===== config.mk =====
export PLATFORM = sky130hd
export DESIGN_NAME = pwr_seq_ctrl
export DESIGN_NICKNAME = d
export VERILOG_FILES = /design/src/rtl/pwr_seq_pkg.sv /design/src/rtl/pwr_seq_sync.sv /design/src/rtl/pwr_seq_timer.sv /design/src/rtl/pwr_seq_fsm.sv /design/src/rtl/pwr_seq_ctrl.sv
export SDC_FILE = /design/constraint.sdc
export NUM_CORES = 1
export LEC_CHECK = 0
export BUFFER_PORTS_ARGS = -buffer_cell sky130_fd_sc_hd__buf_2
export CORE_ASPECT_RATIO = 1.5
export CORE_MARGIN = 4
export CORE_UTILIZATION = 30
export DETAILED_ROUTE_END_ITERATION = 8
export PLACE_DENSITY = 0.43
export SYNTH_ARGS = -nofsm -noshare
export SYNTH_HDL_FRONTEND = slang
export SYNTH_SLANG_ARGS = --single-unit
export TNS_END_PERCENT = 20

===== constraint.sdc =====
create_clock -name clk -period 2.6 [get_ports clk]
set_input_delay 0.52 -clock clk [delete_from_list [all_inputs] [get_ports clk]]
set_output_delay 0.52 -clock clk [all_outputs]
set_load 0.02 [all_outputs]

===== src/rtl/pwr_seq_pkg.sv =====
package pwr_seq_pkg;

  typedef enum logic [4:0] {
    P_G3, P_S5, P_S3, P_S0,
    U_DSW, U_5V, U_AUX, U_AUXCLK, U_RAM, U_PERIPH, U_VCCST, U_CORE, U_PWROK,
    D_WLSUSP, D_RAILS, D_RESETS, D_DEEP, D_OFF
  } seq_e;

  typedef struct packed {
    logic       dsw;
    logic       v5;
    logic       dswg;
    logic       v1p05;
    logic       v1p2;
    logic       v1p8;
    logic       usb;
    logic       tpad;
    logic       tsc_rst_n;
    logic       lbar_rst_n;
    logic       deep_ok;
    logic       plat_ok;
    logic       sys_ok;
    logic       thr;
    logic [1:0] wl;
  } ctl_t;

  localparam logic [1:0] WL_OFF  = 2'd0;
  localparam logic [1:0] WL_SUSP = 2'd1;
  localparam logic [1:0] WL_ON   = 2'd2;

  localparam logic [2:0] PS_G3   = 3'd0;
  localparam logic [2:0] PS_S5   = 3'd1;
  localparam logic [2:0] PS_S3   = 3'd2;
  localparam logic [2:0] PS_S0   = 3'd3;
  localparam logic [2:0] PS_UP   = 3'd4;
  localparam logic [2:0] PS_DOWN = 3'd5;

  // input bit positions after synchronization
  localparam int IX_WAKE = 0;
  localparam int IX_P105 = 1;
  localparam int IX_P12  = 2;
  localparam int IX_P18  = 3;
  localparam int IX_S3N  = 4;
  localparam int IX_S5N  = 5;
  localparam int IX_AUXN = 6;
  localparam int N_IN    = 7;

  function automatic logic [2:0] code_of(seq_e s);
    case (s)
      P_G3:    return PS_G3;
      P_S5:    return PS_S5;
      P_S3:    return PS_S3;
      P_S0:    return PS_S0;
      U_DSW, U_5V, U_AUX, U_AUXCLK, U_RAM, U_PERIPH,
      U_VCCST, U_CORE, U_PWROK: return PS_UP;
      default: return PS_DOWN;
    endcase
  endfunction

  function automatic int max2(int a, int b);
    return (a > b) ? a : b;
  endfunction

endpackage


===== src/rtl/pwr_seq_sync.sv =====
module pwr_seq_sync #(
  parameter int W = 7
) (
  input  logic         clk,
  input  logic         rst_n,
  input  logic [W-1:0] d,
  output logic [W-1:0] q
);
  for (genvar i = 0; i < W; i++) begin : g_bit
    logic s1_q, s2_q;
    always_ff @(posedge clk or negedge rst_n) begin
      if (!rst_n) begin
        s1_q <= 1'b0;
        s2_q <= 1'b0;
      end else begin
        s1_q <= d[i];
        s2_q <= s1_q;
      end
    end
    assign q[i] = s2_q;
  end
endmodule


===== src/rtl/pwr_seq_timer.sv =====
module pwr_seq_timer #(
  parameter int CLK_PER_US = 25,
  parameter int TW         = 20
) (
  input  logic          clk,
  input  logic          rst_n,
  input  logic          load,
  input  logic [TW-1:0] load_val,
  output logic          expired
);
  localparam int PW = (CLK_PER_US > 1) ? $clog2(CLK_PER_US) : 1;

  logic [PW-1:0] pre_q;
  logic [TW-1:0] cnt_q;
  logic          tick;

  assign tick    = (pre_q == PW'(CLK_PER_US - 1));
  assign expired = (cnt_q == '0);

  always_ff @(posedge clk or negedge rst_n) begin
    if (!rst_n) begin
      pre_q <= '0;
      cnt_q <= '0;
    end else if (load) begin
      pre_q <= '0;
      cnt_q <= load_val;
    end else begin
      pre_q <= tick ? '0 : pre_q + 1'b1;
      if (tick && cnt_q != '0) cnt_q <= cnt_q - 1'b1;
    end
  end
endmodule


===== src/rtl/pwr_seq_fsm.sv =====
module pwr_seq_fsm
  import pwr_seq_pkg::*;
#(
  parameter int TW          = 20,
  parameter int T_DSW_US    = 10000,
  parameter int T_AUX_US    = 5000,
  parameter int T_VCCST_US  = 20000,
  parameter int T_PWROK_US  = 99000,
  parameter int T_5V_TO_US  = 1000000,
  parameter int T_PG_TO_US  = 100000
) (
  input  logic              clk,
  input  logic              rst_n,
  input  logic [N_IN-1:0]   in_s,
  input  logic              pause_s5,
  input  logic              throttle_req,
  input  logic              tmr_exp,
  output logic              tmr_load,
  output logic [TW-1:0]     tmr_val,
  output ctl_t              ctl,
  output logic [2:0]        pstate
);
  seq_e st_q, nst;
  ctl_t ctl_q, nctl;

  logic wake, p105, p12, p18, s3n, s5n, auxn;
  assign wake = in_s[IX_WAKE];
  assign p105 = in_s[IX_P105];
  assign p12  = in_s[IX_P12];
  assign p18  = in_s[IX_P18];
  assign s3n  = in_s[IX_S3N];
  assign s5n  = in_s[IX_S5N];
  assign auxn = in_s[IX_AUXN];

  always_comb begin
    nst      = st_q;
    nctl     = ctl_q;
    tmr_load = 1'b0;
    tmr_val  = '0;
    case (st_q)
      P_G3: if (wake) begin
        nctl.dsw = 1'b1;
        tmr_load = 1'b1; tmr_val = TW'(T_DSW_US);
        nst = U_DSW;
      end
      U_DSW: if (tmr_exp) begin
        nctl.v5  = 1'b1;
        tmr_load = 1'b1; tmr_val = TW'(T_5V_TO_US);
        nst = U_5V;
      end
      U_5V: begin
        if (!p105 && !p12) begin
          nctl.dswg    = 1'b1;
          nctl.deep_ok = 1'b1;
          nctl.v1p05   = 1'b1;
          tmr_load = 1'b1; tmr_val = TW'(T_PG_TO_US);
          nst = U_AUX;
        end else if (tmr_exp) begin
          nctl = '0;
          nst  = P_G3;
        end
      end
      U_AUX: begin
        if (p105 && auxn) begin
          tmr_load = 1'b1; tmr_val = TW'(T_AUX_US);
          nst = U_AUXCLK;
        end else if (tmr_exp) begin
          nctl = '0;
          nst  = P_G3;
        end
      end
      U_AUXCLK: if (tmr_exp) nst = P_S5;
      P_S5: if (s5n) begin
        nctl.v1p8 = 1'b1;
        nctl.v1p2 = 1'b1;
        tmr_load = 1'b1; tmr_val = TW'(T_PG_TO_US);
        nst = U_RAM;
      end
      U_RAM: begin
        if (p12 && p18) begin
          nctl.lbar_rst_n = 1'b1;
          nst = U_PERIPH;
        end else if (tmr_exp) begin
          nctl.v1p2    = 1'b0;
          nctl.v1p8    = 1'b0;
          nctl.deep_ok = 1'b0;
          nst = P_S5;
        end
      end
      U_PERIPH: begin
        nctl.tpad = 1'b1;
        nctl.usb  = 1'b1;
        nst = P_S3;
      end
      P_S3: begin
        if (!(p12 && p18)) begin
          nctl.deep_ok = 1'b0;
          nst = D_RAILS;
        end else if (s3n) begin
          tmr_load = 1'b1; tmr_val = TW'(T_VCCST_US);
          nst = U_VCCST;
        end else if (!s5n) begin
          nst = D_RAILS;
        end
      end
      U_VCCST: if (tmr_exp) begin
        nctl.wl        = WL_ON;
        nctl.tsc_rst_n = 1'b1;
        tmr_load = 1'b1; tmr_val = TW'(T_PG_TO_US);
        nst = U_CORE;
      end
      U_CORE: begin
        if (p105) begin
          tmr_load = 1'b1; tmr_val = TW'(T_PWROK_US);
          nst = U_PWROK;
        end else if (tmr_exp) begin
          nctl.deep_ok = 1'b0;
          nctl.wl      = WL_OFF;
          nst = P_S3;
        end
      end
      U_PWROK: if (tmr_exp) begin
        nctl.thr     = throttle_req;
        nctl.plat_ok = 1'b1;
        nctl.sys_ok  = 1'b1;
        nst = P_S0;
      end
      P_S0: begin
        nctl.thr = throttle_req;
        if (!p105) begin
          nctl.deep_ok = 1'b0;
          nctl.plat_ok = 1'b0;
          nctl.sys_ok  = 1'b0;
          nst = D_WLSUSP;
        end else if (!s3n) begin
          nctl.plat_ok = 1'b0;
          nctl.sys_ok  = 1'b0;
          nst = D_WLSUSP;
        end
      end
      D_WLSUSP: begin
        nctl.wl  = WL_SUSP;
        nctl.thr = 1'b0;
        nst = P_S3;
      end
      D_RAILS: begin
        nctl.wl   = WL_OFF;
        nctl.tpad = 1'b0;
        nctl.usb  = 1'b0;
        nctl.v1p8 = 1'b0;
        nctl.v1p2 = 1'b0;
        nst = D_RESETS;
      end
      D_RESETS: begin
        nctl.tsc_rst_n  = 1'b0;
        nctl.lbar_rst_n = 1'b0;
        nst = pause_s5 ? P_S5 : D_DEEP;
      end
      D_DEEP: begin
        nctl.deep_ok = 1'b0;
        nst = D_OFF;
      end
      D_OFF: begin
        nctl.v1p05 = 1'b0;
        nctl.dswg  = 1'b0;
        nctl.v5    = 1'b0;
        nctl.dsw   = 1'b0;
        nst = P_G3;
      end
      default: begin
        nctl = '0;
        nst  = P_G3;
      end
    endcase
  end

  always_ff @(posedge clk or negedge rst_n) begin
    if (!rst_n) begin
      st_q  <= P_G3;
      ctl_q <= '0;
    end else begin
      st_q  <= nst;
      ctl_q <= nctl;
    end
  end

  assign ctl    = ctl_q;
  assign pstate = code_of(st_q);
endmodule


===== src/rtl/pwr_seq_ctrl.sv =====
module pwr_seq_ctrl
  import pwr_seq_pkg::*;
#(
  parameter int CLK_PER_US  = 25,
  parameter int T_DSW_US    = 10000,
  parameter int T_AUX_US    = 5000,
  parameter int T_VCCST_US  = 20000,
  parameter int T_PWROK_US  = 99000,
  parameter int T_5V_TO_US  = 1000000,
  parameter int T_PG_TO_US  = 100000
) (
  input  logic       clk,
  input  logic       rst_n,
  input  logic       wake_req,
  input  logic       pause_s5,
  input  logic       throttle_req,
  input  logic       pg_1v05,
  input  logic       pg_1v2,
  input  logic       pg_1v8,
  input  logic       sl_s3_n,
  input  logic       sl_s5_n,
  input  logic       sl_aux_n,
  output logic       en_dsw,
  output logic       en_5v,
  output logic       en_dsw_gated,
  output logic       en_1v05,
  output logic       en_1v2,
  output logic       en_1v8,
  output logic       en_usb5v,
  output logic       en_touchpad,
  output logic       tsc_rst_n,
  output logic       lbar_rst_n,
  output logic       deep_pwr_ok,
  output logic       plat_pwr_ok,
  output logic       sys_pwr_ok,
  output logic       thr_out,
  output logic [1:0] wl_state,
  output logic [2:0] pstate
);
  localparam int T_MAX = max2(max2(max2(T_DSW_US, T_AUX_US), max2(T_VCCST_US, T_PWROK_US)),
                              max2(T_5V_TO_US, T_PG_TO_US));
  localparam int TW = $clog2(T_MAX + 1);

  logic [N_IN-1:0] raw_in, syn_in;
  logic            tmr_load, tmr_exp;
  logic [TW-1:0]   tmr_val;
  ctl_t            ctl;

  always_comb begin
    raw_in          = '0;
    raw_in[IX_WAKE] = wake_req;
    raw_in[IX_P105] = pg_1v05;
    raw_in[IX_P12]  = pg_1v2;
    raw_in[IX_P18]  = pg_1v8;
    raw_in[IX_S3N]  = sl_s3_n;
    raw_in[IX_S5N]  = sl_s5_n;
    raw_in[IX_AUXN] = sl_aux_n;
  end

  pwr_seq_sync #(.W(N_IN)) u_sync (
    .clk(clk), .rst_n(rst_n), .d(raw_in), .q(syn_in)
  );

  pwr_seq_timer #(.CLK_PER_US(CLK_PER_US), .TW(TW)) u_tmr (
    .clk(clk), .rst_n(rst_n), .load(tmr_load), .load_val(tmr_val), .expired(tmr_exp)
  );

  pwr_seq_fsm #(
    .TW(TW), .T_DSW_US(T_DSW_US), .T_AUX_US(T_AUX_US), .T_VCCST_US(T_VCCST_US),
    .T_PWROK_US(T_PWROK_US), .T_5V_TO_US(T_5V_TO_US), .T_PG_TO_US(T_PG_TO_US)
  ) u_fsm (
    .clk(clk), .rst_n(rst_n), .in_s(syn_in), .pause_s5(pause_s5),
    .throttle_req(throttle_req), .tmr_exp(tmr_exp), .tmr_load(tmr_load),
    .tmr_val(tmr_val), .ctl(ctl), .pstate(pstate)
  );

  assign en_dsw       = ctl.dsw;
  assign en_5v        = ctl.v5;
  assign en_dsw_gated = ctl.dswg;
  assign en_1v05      = ctl.v1p05;
  assign en_1v2       = ctl.v1p2;
  assign en_1v8       = ctl.v1p8;
  assign en_usb5v     = ctl.usb;
  assign en_touchpad  = ctl.tpad;
  assign tsc_rst_n    = ctl.tsc_rst_n;
  assign lbar_rst_n   = ctl.lbar_rst_n;
  assign deep_pwr_ok  = ctl.deep_ok;
  assign plat_pwr_ok  = ctl.plat_ok;
  assign sys_pwr_ok   = ctl.sys_ok;
  assign thr_out      = ctl.thr;
  assign wl_state     = ctl.wl;
endmodule


==> results of run 1 <==
## cells by family (layout without fill, tap and decap cells)
logic type               count (synthesis)  count (layout)  share of synthesized area [%]
AO/OA/AOI/OAI                          144             144                           26.0
XOR/XNOR                                 8               8                           1.91
adder cells (fa/ha/maj)                  3               3                           1.02
buffers and inverters                   43             118                           4.87
flip-flops                              57              57                           38.8
multiplexers                             3               3                          0.920
AND/OR/NAND/NOR                        182             182                           26.5
## worst max-delay path, cell delays in order (launching register included)
cell and delay, ns:
sky130_fd_sc_hd__dfrtp_1 0.42, sky130_fd_sc_hd__or4_1 0.64, sky130_fd_sc_hd__nor4_4 0.28, sky130_fd_sc_hd__buf_4 0.19
sky130_fd_sc_hd__a21oi_1 0.13, sky130_fd_sc_hd__a2111oi_2 0.42, sky130_fd_sc_hd__buf_4 0.19, sky130_fd_sc_hd__o21ai_0 0.07
## layout make-up
type	count	area (µm²)	share of cell area [%]
Timing Repair Buffer	89	637	13.4
Tap cell	153	191	4.04
Inverter	13	48.8	1.03
Sequential cell	57	1430	30.1
Multi-Input combinational cell	340	2090	44.1
Clock inverter	5	103	2.17
Clock buffer	11	243	5.12
## metrics by stage
stage / instances / setup slack [ns] / setup TNS (ns)
finish: 668 / 0.146 / 0
global route: 668 / 0.0145 / 0
CTS: 667 / 0.0272 / 0
detailed placement: 651 / -0.241 / -0.472
global placement: 651 / -0.236 / -0.469
floorplan: 440 / 0.172 / 0
## layer usage
layer	GRT usage, %	up-vias
met5	0	-
met4	12.4	0
met2	35.8	134
met3	3.40	46
met1	19.5	1889
li1	-	1775
## worst paths after layout
path / startpoint / to / cells past startpoint
worst min register to register: u_sync.g_bit[4].s1_q / u_sync.g_bit[4].s2_q / 0
min in group clk: sl_s5_n / u_sync.g_bit[5].s1_q / 1
worst max-delay path: u_tmr.cnt_q[6] / u_fsm.ctl[1] / 7
worst min-delay path: rst_n / u_fsm.ctl[11] / 1
max in group asynchronous: rst_n / u_tmr.cnt_q[7] / 2
worst max register to register: u_tmr.cnt_q[6] / u_fsm.ctl[1] / 7
## power groups by stage
stage / Combinational, mW / Sequential (mW) / Clock, mW
2_1_floorplan: 2.06 / 1.38 / 0
3_3_place_gp: 3.30 / 1.37 / 0
3_5_place_dp: 3.28 / 1.37 / 0
4_1_cts: 3.32 / 1.36 / 1.43
5_1_grt: 3.65 / 1.40 / 1.47
6_report: 3.36 / 1.37 / 1.39
## synth_stat cells, drive strengths merged (6+ instances only)
cell / n / area (µm²)
nor4: 8 / 65.1
o22a: 7 / 61.3
and2: 9 / 56.3
inv: 13 / 48.8
o21ai: 33 / 165
nor3: 14 / 70.1
dfrtp: 57 / 1430
o21a: 6 / 45.0
clkbuf: 21 / 78.8
nand2b: 11 / 68.8
nor2: 43 / 161
nand3: 19 / 95.1
buf: 9 / 51.3
a21oi: 33 / 169
nand2: 35 / 131
a31oi: 15 / 93.8
## registers in the layout (all words and copies together) (netlist names)
name,cells
u_fsm.ctl,13
u_tmr.pre_q,5
u_sync.g_bit.s1_q,7
u_tmr.cnt_q,20
u_fsm.st_q,5
u_sync.g_bit.s2_q,7
## repair_timing
item / 4_1_cts / 5_1_grt
buffers inserted: 0 / 1
resized for setup: 3 / 5
pin swaps: 0 / 1
endpoints found under the setup margin: 3 / 22
==> flow_metrics.tcl, run 1 <==
set metrics [dict create \
    run_status "finished clean" \
    share_seq_of_total_power_pct 22.3 \
    timing.critical_path.from_type "flip-flop" \
    setup_viol_count_final 0 \
    p_leak_nw 2.13 \
    synth_ff_type "sky130_fd_sc_hd__dfrtp_1" \
    synth_cell_type_count 66 \
    mappedNetlistNets 454 \
    port_buffers 29 \
    share_comb_of_total_power_pct 54.9 \
    critical_path_start_end_classification "reg2reg" \
    clock_power_share_pct 22.7 \
    top_routing_layer_in_use "met4" \
    detail_route.iter0.violations 190 \
    gp_congestion 0.957 \
    maxSlewHeadroom_pct 52.9 \
    synthCells 440 \
    coreArea_um2 12000 \
    floorplan.io_pins 30 \
    power-per-cell-area_nw_per_um2 1290 \
    globalRoute.totalOverflow 0 \
    synth-seq-area-share_pct 38.8 \
    areaGrowthSynthToFinish_pct 29.0 \
    achievable-frequency_mhz 408 \
    cts_sinks 57 \
    internal_power_mw 3.44 \
    finalCoreUtilization_pct 39.4 \
    met2_wirelength_mm 7.16 \
    ir_worst_vdd_v 0.000386 \
    worstPathMaxFanout 7 \
    timing.final.max_slew_violations 0 \
    detail_route.wirelength.met1_mm 4.73 \
    regToRegSetupSlack_ns 0.15 \
    post_synth_instance_area_um2 3670 \
    hpwl_dp_mm 10.2 \
    cts_hold_buffers 0 \
    hold_class "in2async" \
    final.setup_skew_ns 0.00771 \
    route.detailed.vias_per_inst 5.75 \
    globalRouteTotalUtil_pct 19.2 \
    unrepaired_setup_endpoints_after_global_routing "false" \
    final.fill_count 1283 \
    fin_hold_ws_ns 0.211 \
    grt_antenna_before_repair 0 \
    swShare_pct 43.6 \
    critPathArrivalTime_ns 2.67 \
    commonest_cells_after_routing_fill_and_taps_aside "sky130_fd_sc_hd__dfrtp_1, sky130_fd_sc_hd__buf_4, sky130_fd_sc_hd__nor2_1" \
    insertedDiodeCount 0 \
    clock_path_buffers 2 \
    final.period_utilization_pct 94.4 \
    clock_h_tree_levels 3 \
    power.switching_mw 2.67 \
    drv_cap 0 \
    proportion_of_layout_cells_with_a_drive_suffix_above_1_pct 23.9 \
    synthesis.yosys.warnings 0 \
    rows 49 \
    die-area_um2 14100 \
    die_h_um 144 \
    met3RoutedLength_um 552 \
    post_drt_wl_per_cell_um 19.8 \
    ys_ff_latch 57 \
    clk_pin_slew_worst_paths_ns 0.06 \
    via_count_of_the_first_global_routing_pass 3852 \
    placement.cell_area_um2 4360 \
    tritoncts "built" \
    initial_utilization_pct 30.6 \
    drc_violation_count_after_routing 0 \
    fin_area_um2 4740 \
    mostFrequentLayoutCell "sky130_fd_sc_hd__dfrtp_1" \
    timing_worst_slew_pin_value_ns 0.702 \
    cts-root-buf "sky130_fd_sc_hd__clkbuf_16" \
    routed_wirelength_mm 13.3 \
    clkLatencyLatePin_ns 0.34 \
    fin_total_pwr_mw 6.11 \
    asyncSetResetFlopFracSynth_pct 100 \
    synth-edff-count 0 \
    hold_violations_final 0 \
    antenna_violating_nets_post_route 0 \
    largest_net_degree_at_the_start_of_global_routing 33 \
    period_needed_ns 2.45 \
    grt_pass1_wl_mm 20.9 \
    cp_data_required_time_ns 2.81 \
    die_w_um 98.4 \
    detailedRoute.firstPassIterationCount 5 \
    final_net_count 524 \
    critical_path.endpoint_type "flip-flop" \
    cts_buffers 9 \
    avgSynthCellArea_um2 8.35 \
    route.vias.total 3844 \
]
(Power assumes the default switching activity.)
==> run 2, diff against run 1 <==
--- a/config.mk
+++ b/config.mk
@@ -5,12 +5,14 @@
 export SDC_FILE = /design/constraint.sdc
 export NUM_CORES = 1
 export LEC_CHECK = 0
+export ABC_AREA = 1
 export BUFFER_PORTS_ARGS = -buffer_cell sky130_fd_sc_hd__buf_2
+export CAP_MARGIN = 20
 export CORE_ASPECT_RATIO = 1.5
 export CORE_MARGIN = 4
 export CORE_UTILIZATION = 30
 export DETAILED_ROUTE_END_ITERATION = 8
-export PLACE_DENSITY = 0.43
+export PLACE_DENSITY_LB_ADDON = 0.3
 export SYNTH_ARGS = -nofsm -noshare
 export SYNTH_HDL_FRONTEND = slang
 export SYNTH_SLANG_ARGS = --single-unit
==> run 2 against run 1 <==
Compared with the run above:
- die area shrank 0.25%
- sequential power is 8% higher
- flip-flop and latch count unchanged
- synthesized area down 0.27%
- maximum frequency rose by 5.4%
- global-route usage is 2.4 points lower
- critical path depth rose by 5
- hold slack improved by 0.090 ns
- core utilization decreased by 3.5 points
==> flow_metrics.tcl, run 2 <==
set metrics [dict create \
    run_status "finished clean" \
    synthesis.yosys.warnings 0 \
    die_h_um 143 \
    max_stage_delay_ns 0.40 \
    yosysMostFrequentCell "sky130_fd_sc_hd__nand2_1" \
    asyncSetResetFlopFracSynth_pct 100 \
    hold_depth 1 \
    cts_buffers 9 \
    coreArea_um2 12000 \
    timing.critical_path.cells "inv_1 -> ha_1 -> nand2_1 -> nor2_2 -> nand3_2 -> buf_4 -> nor2_2 -> nor2_4 -> nand3_4 -> inv_2 -> nand2_1 -> nand2_1" \
    cts_hold_buffers 0 \
    insertedDiodeCount 0 \
    hpwl_dp_mm 8.72 \
    die_w_um 98.2 \
    synth_cell_type_count 33 \
    mappedNetlistNets 548 \
    synth-edff-count 0 \
    clock_power_share_pct 23.8 \
    timing.critical_path.from_type "flip-flop" \
    synth-seq-area-share_pct 38.9 \
    ys_ff_latch 57 \
    ir_worst_vdd_v 0.000347 \
    drv_cap 0 \
    unrepaired_setup_endpoints_after_global_routing "false" \
    share_comb_of_total_power_pct 49.2 \
    critical_path.endpoint_type "flip-flop" \
    fin_hold_ws_ns 0.301 \
    route.vias.total 3575 \
    critPathMostFrequentCell "sky130_fd_sc_hd__nand2_1" \
    worstReg2RegEnd "u_tmr.cnt_q[16]" \
    grt_pass1_wl_mm 18.3 \
    power-per-cell-area_nw_per_um2 1270 \
    clock_h_tree_levels 3 \
    placement.cell_area_um2 3970 \
    clock_path_buffers 2 \
    regToRegStartpoint "u_tmr.cnt_q[1]" \
    post_drt_wl_per_cell_um 15.5 \
    globalRoute.totalOverflow 0 \
    mostFrequentLayoutCell "sky130_fd_sc_hd__nand2_1" \
    internal_power_mw 2.92 \
    timing_worst_slew_pin_value_ns 0.748 \
    post_synth_instance_area_um2 3660 \
    routed_wirelength_mm 11.3 \
    fin_area_um2 4300 \
    areaGrowthSynthToFinish_pct 17.3 \
    timing.hold.worst_endpoint "u_sync.g_bit[1].s1_q" \
    slowest_stage_cell_cp "sky130_fd_sc_hd__dfrtp_1" \
    clk_pin_slew_worst_paths_ns 0.05 \
    grt_antenna_before_repair 0 \
    setup_viol_count_final 0 \
    netlist_top_cells_count "sky130_fd_sc_hd__nand2_1, sky130_fd_sc_hd__nor2_1, sky130_fd_sc_hd__dfrtp_1, sky130_fd_sc_hd__inv_1, sky130_fd_sc_hd__nand3_1" \
    clkLatencyLatePin_ns 0.33 \
    detailedRoute.firstPassIterationCount 5 \
    share_seq_of_total_power_pct 27.0 \
    period_needed_ns 2.33 \
    synth_top_area_share_pct 38.9 \
    maxSlewHeadroom_pct 50.1 \
    totalNegativeSetupSlack_ns 0 \
    tritoncts "built" \
    largest_net_degree_at_the_start_of_global_routing 58 \
    cts_resized 0 \
    via_count_of_the_first_global_routing_pass 3624 \
    proportion_of_layout_cells_with_a_drive_suffix_above_1_pct 14.8 \
    cts-root-buf "sky130_fd_sc_hd__clkbuf_16" \
    r2r_cells 12 \
    regToRegSetupSlack_ns 0.27 \
    gp_congestion 1.00 \
    rows 49 \
    synth_top_cell_by_area "sky130_fd_sc_hd__dfrtp_1" \
    number_of_flip_flops_in_the_largest_register 20 \
    synth.area.top_cells "sky130_fd_sc_hd__dfrtp_1, sky130_fd_sc_hd__nand2_1, sky130_fd_sc_hd__nor2_1" \
    cts_sinks 57 \
    achievable-frequency_mhz 430 \
    critPathArrivalTime_ns 2.59 \
    globalRouteTotalUtil_pct 16.8 \
    fin_total_pwr_mw 5.47 \
    avgSynthCellArea_um2 6.86 \
    route.detailed.vias_per_inst 4.92 \
    floorplan.io_pins 30 \
    regMostFlops "u_tmr.cnt_q" \
    power.switching_mw 2.56 \
    drc_violation_count_after_routing 0 \
    commonest_cells_after_routing_fill_and_taps_aside "sky130_fd_sc_hd__nand2_1, sky130_fd_sc_hd__nor2_1, sky130_fd_sc_hd__dfrtp_1" \
    critical_path_start_end_classification "reg2reg" \
    worstPathMaxFanout 15 \
    antenna_violating_nets_post_route 0 \
    hold_violations_final 0 \
    final_net_count 583 \
    detail_route.iter0.violations 176 \
    final.period_utilization_pct 89.5 \
    die-area_um2 14100 \
    cts.repair_timing.setup_buffer_count 0 \
    synth_ff_type "sky130_fd_sc_hd__dfrtp_1" \
    cp_data_required_time_ns 2.86 \
    timing.final.max_slew_violations 0 \
    p_leak_nw 2.41 \
    hp-start "pg_1v05" \
    hold_class "in2reg" \
    final.setup_skew_ns 0.0109 \
    port_buffers 29 \
    swShare_pct 46.7 \
    synthCells 534 \
    initial_utilization_pct 30.6 \
]
[run 2: cell count changes after synthesis, sizes merged, moves of 6 or more]
cell / change
a21oi: -24
o21ai: -12
nor2: +41
nor4: -8
xor2: +6
o22a: -7
a31oi: -15
clkbuf: -21
o21a: -6
nand3: +34
inv: +45
and2: -9
nand2b: -11
nand2: +153
[run 2: stage by stage]
stage / utilization [%] / worst slack [ns] / cells
detailed placement: 33.2 / 0.304 / 711
global route: 36.0 / 0.00951 / 727
floorplan: - / 0.754 / 534
finish: 36.0 / 0.273 / 727
global placement: 33.2 / 0.362 / 711
CTS: 36.0 / 0.280 / 727
[run 2: cell type report]
type / count / area [µm²]
clock buffer: 11 / 253
multi-input combinational: 407 / 1930
timing repair buffer: 36 / 198
tap: 153 / 191
clock inverter: 5 / 77.6
inverter: 58 / 223
sequential: 57 / 1430
fill: 1279 / 7660
[run 2: metal layers]
layer	part of all wire [%]	vias to the layer above	GRT usage, %
li1	-	1743	-
met1	35	1656	16.0
met2	56	132	33.0
met3	3.6	44	2.38
met4	5.8	0	11.2
met5	0	-	0
[run 2: power groups by stage]
stage               combinational (mW)  clock [mW]  sequential, mW
floorplan                         1.98           0            1.45
global placement                  2.69           0            1.48
detailed placement                2.67           0            1.49
CTS                               2.68        1.34            1.48
global route                      3.03        1.38            1.52
finish                            2.69        1.30            1.48
[run 2: worst max-delay path, delay by kind of cell, from the launching register on]
kind                     cells  cell delay, ns
AND/OR/NAND/NOR              8            1.06
adder cells (fa/ha/maj)      1            0.22
buffers and inverters        3            0.56
flip-flops                   1            0.40
[run 2: worst max-delay path by stage]
stage / from / endpoint / slack (ns)
6_report: u_tmr.cnt_q[1] / u_tmr.cnt_q[16] / 0.27
2_1_floorplan: u_tmr.cnt_q[0] / u_tmr.cnt_q[12] / 0.75
5_1_grt: u_tmr.cnt_q[1] / u_tmr.cnt_q[15] / 0.01
4_1_cts: u_tmr.cnt_q[1] / u_tmr.cnt_q[19] / 0.28
3_3_place_gp: u_tmr.cnt_q[1] / u_tmr.cnt_q[8] / 0.36
3_5_place_dp: u_tmr.cnt_q[1] / u_tmr.cnt_q[3] / 0.30
[run 2: cells by family (layout without fill, tap and decap cells)]
family / count (synthesis) / after routing / synth area share, %
AND/OR/NAND/NOR: 357 / 357 / 43.5
buffers and inverters: 70 / 110 / 8.37
flip-flops: 57 / 57 / 38.9
AO/OA/AOI/OAI: 32 / 32 / 4.54
XOR/XNOR: 15 / 15 / 3.59
adder cells (fa/ha/maj): 3 / 3 / 1.02
==> run 3, diff against run 2 <==
--- a/config.mk
+++ b/config.mk
@@ -8,7 +8,8 @@
 export ABC_AREA = 1
 export BUFFER_PORTS_ARGS = -buffer_cell sky130_fd_sc_hd__buf_2
 export CAP_MARGIN = 20
-export CORE_ASPECT_RATIO = 1.5
+export CELL_PAD_IN_SITES_DETAIL_PLACEMENT = 0
+export CELL_PAD_IN_SITES_GLOBAL_PLACEMENT = 2
 export CORE_MARGIN = 4
 export CORE_UTILIZATION = 30
 export DETAILED_ROUTE_END_ITERATION = 8
==> constraint.sdc (replaced) <==
create_clock -name clk -period 2 [get_ports clk]
set_input_delay 0.4 -clock clk [delete_from_list [all_inputs] [get_ports clk]]
set_output_delay 0.4 -clock clk [all_outputs]
set_load 0.02 [all_outputs]
==> run 3 against run 2 <==
Compared with the run above:
- cell count up 7.0%
- setup slack worse by 0.16 ns
- clock skew decreased by 0.0041 ns
- clock-buffer cell count is 1 higher
- maximum frequency increased by 23%
- sequential power up 24%
- global-route usage barely moved
- highest routed layer unchanged
- routed wire length grew 1.2%
- clock power increased by 18%
- cell area grew 11%
- flip-flop and latch count is the same
- largest cell class unchanged
==> flow_metrics.tcl, run 3 (synthesized netlist as in run 2, its figures left out) <==
set metrics [dict create \
    detailedRoute.firstPassIterationCount 4 \
    place_inst 759 \
    timing_worst_slew_pin_value_ns 0.545 \
    setup_viol_count_final 0 \
    final-instance-count-excl-fill 778 \
    insertedDiodeCount 0 \
    placement.cell_area_um2 4380 \
    commonest_cells_after_routing_fill_and_taps_aside "sky130_fd_sc_hd__nand2_1, sky130_fd_sc_hd__nor2_1, sky130_fd_sc_hd__buf_4" \
    achievable-frequency_mhz 529 \
    largest_net_degree_at_the_start_of_global_routing 38 \
    p_leak_nw 2.69 \
    initial_utilization_pct 30.6 \
    globalRoute.totalOverflow 0 \
    detail_route.iter0.violations 197 \
    final.setup_skew_ns 0.00685 \
    regToRegSetupSlack_ns 0.11 \
    power-per-cell-area_nw_per_um2 1590 \
    die_h_um 119 \
    proportion_of_layout_cells_with_a_drive_suffix_above_1_pct 25.0 \
    clk_pin_slew_worst_paths_ns 0.05 \
    regMostFlops "u_tmr.cnt_q" \
    timing.final.max_slew_violations 0 \
    clock_h_tree_levels 3 \
    hold_violations_final 0 \
    routed_wirelength_mm 11.4 \
    gp_congestion 0.933 \
    hpwl_dp_mm 9.03 \
    cts_sinks 57 \
    maxSlewHeadroom_pct 63.7 \
    worstPathMaxFanout 6 \
    areaGrowthSynthToFinish_pct 30.5 \
    number_of_flip_flops_in_the_largest_register 20 \
    via_count_of_the_first_global_routing_pass 3596 \
    final.fill_count 1303 \
    port_buffers 29 \
    fin_area_um2 4780 \
    globalRouteTotalUtil_pct 16.8 \
    route.detailed.vias_per_inst 4.69 \
    floorplan.io_pins 30 \
    tritoncts "built" \
    grt_pass1_wl_mm 18.6 \
    area.sequential_um2 1430 \
    antenna_violating_nets_post_route 0 \
    route.vias.total 3646 \
    die_w_um 119 \
    mostFrequentLayoutCell "sky130_fd_sc_hd__nand2_1" \
    period_needed_ns 1.89 \
    post_drt_wl_per_cell_um 14.7 \
    timing.critical_path.from_type "flip-flop" \
    grt_antenna_before_repair 0 \
    critPathArrivalTime_ns 2.10 \
    fin_hold_ws_ns 0.0536 \
    hold_class "in2async" \
    final_net_count 641 \
    critical_path_start_end_classification "reg2reg" \
    coreArea_um2 12000 \
    clock_path_buffers 2 \
    rows 40 \
    die-area_um2 14000 \
    critical_path.endpoint_type "flip-flop" \
    clkLatencyLatePin_ns 0.33 \
    cts_buffers 9 \
    ir_worst_vdd_v 0.000546 \
    area_of_combinational_cells_with_multiple_inputs_um2 2000 \
    drv_cap 0 \
    drc_violation_count_after_routing 0 \
    run_status "finished clean" \
    cp_data_required_time_ns 2.21 \
    cts-root-buf "sky130_fd_sc_hd__clkbuf_16" \
    final.period_utilization_pct 94.5 \
]
## run 3: routing by layer
layer | vias to the layer above | track usage (%) | routed length, µm
li1 | 1864 | - | -
met1 | 1692 | 24.6 | 5840
met2 | 78 | 25.0 | 4960
met3 | 12 | 3.11 | 482
met4 | 0 | 5.58 | 136
met5 | - | 0 | 0
## run 3: final timing paths
path                       cells after the start              endpoint                 start
max                                            9         u_fsm.st_q[0]         u_fsm.st_q[2]
min                                            1       u_tmr.cnt_q[15]                 rst_n
max reg2reg                                    9         u_fsm.st_q[0]         u_fsm.st_q[2]
min reg2reg                                    0  u_sync.g_bit[5].s2_q  u_sync.g_bit[5].s1_q
max in group asynchronous                      2         u_fsm.st_q[1]                 rst_n
min in group clk                               1  u_sync.g_bit[4].s1_q               sl_s3_n
## run 3: final cells by class
| class | instances | area share, % |
|---|---|---|
| Clock buffer | 12 | 5.37 |
| Timing Repair Buffer | 94 | 13.5 |
| Clock inverter | 3 | 0.838 |
| Sequential cell | 57 | 29.9 |
| Inverter | 58 | 4.66 |
| Tap cell | 147 | 3.85 |
| Multi-Input combinational cell | 407 | 41.9 |
## run 3: repair_timing
| action | 4_1_cts | 5_1_grt |
|---|---|---|
| setup endpoints to repair | 37 | 41 |
| hold buffers | 0 | 0 |
| resized for setup | 3 | 21 |
| buffers inserted | 0 | 4 |
| pin swaps | 1 | 6 |
## run 3: worst max-delay path, cell delays in order (launching register included)
cell	delay (ns)
sky130_fd_sc_hd__dfrtp_1	0.48
sky130_fd_sc_hd__inv_2	0.11
sky130_fd_sc_hd__nand3_2	0.12
sky130_fd_sc_hd__nor2_1	0.28
sky130_fd_sc_hd__inv_1	0.12
sky130_fd_sc_hd__o21ai_1	0.23
sky130_fd_sc_hd__o21ai_1	0.13
sky130_fd_sc_hd__nor2b_2	0.19
sky130_fd_sc_hd__nand2_1	0.06
sky130_fd_sc_hd__nand2_1	0.06
## run 3: metrics by stage
stage | util [%] | total power, mW | setup slack [ns] | TNS, ns
2_1_floorplan | - | 4.45 | 0.154 | 0
4_1_cts | 39.2 | 7.47 | 0.0258 | 0
3_5_place_dp | 36.6 | 5.87 | -0.0868 | -1.61
6_report | 40.0 | 7.61 | 0.111 | 0
3_3_place_gp | 36.6 | 5.87 | -0.0892 | -2.22
5_1_grt | 40.0 | 8.30 | -0.0229 | -0.0633
## run 3: report_power, final
group          switching, mW  internal, mW  total (mW)  leakage, nW
clock                  0.510          1.02        1.53        0.148
sequential             0.316          1.51        1.83        0.724
combinational           2.62          1.64        4.26         1.81
total                   3.45          4.17        7.61         2.69
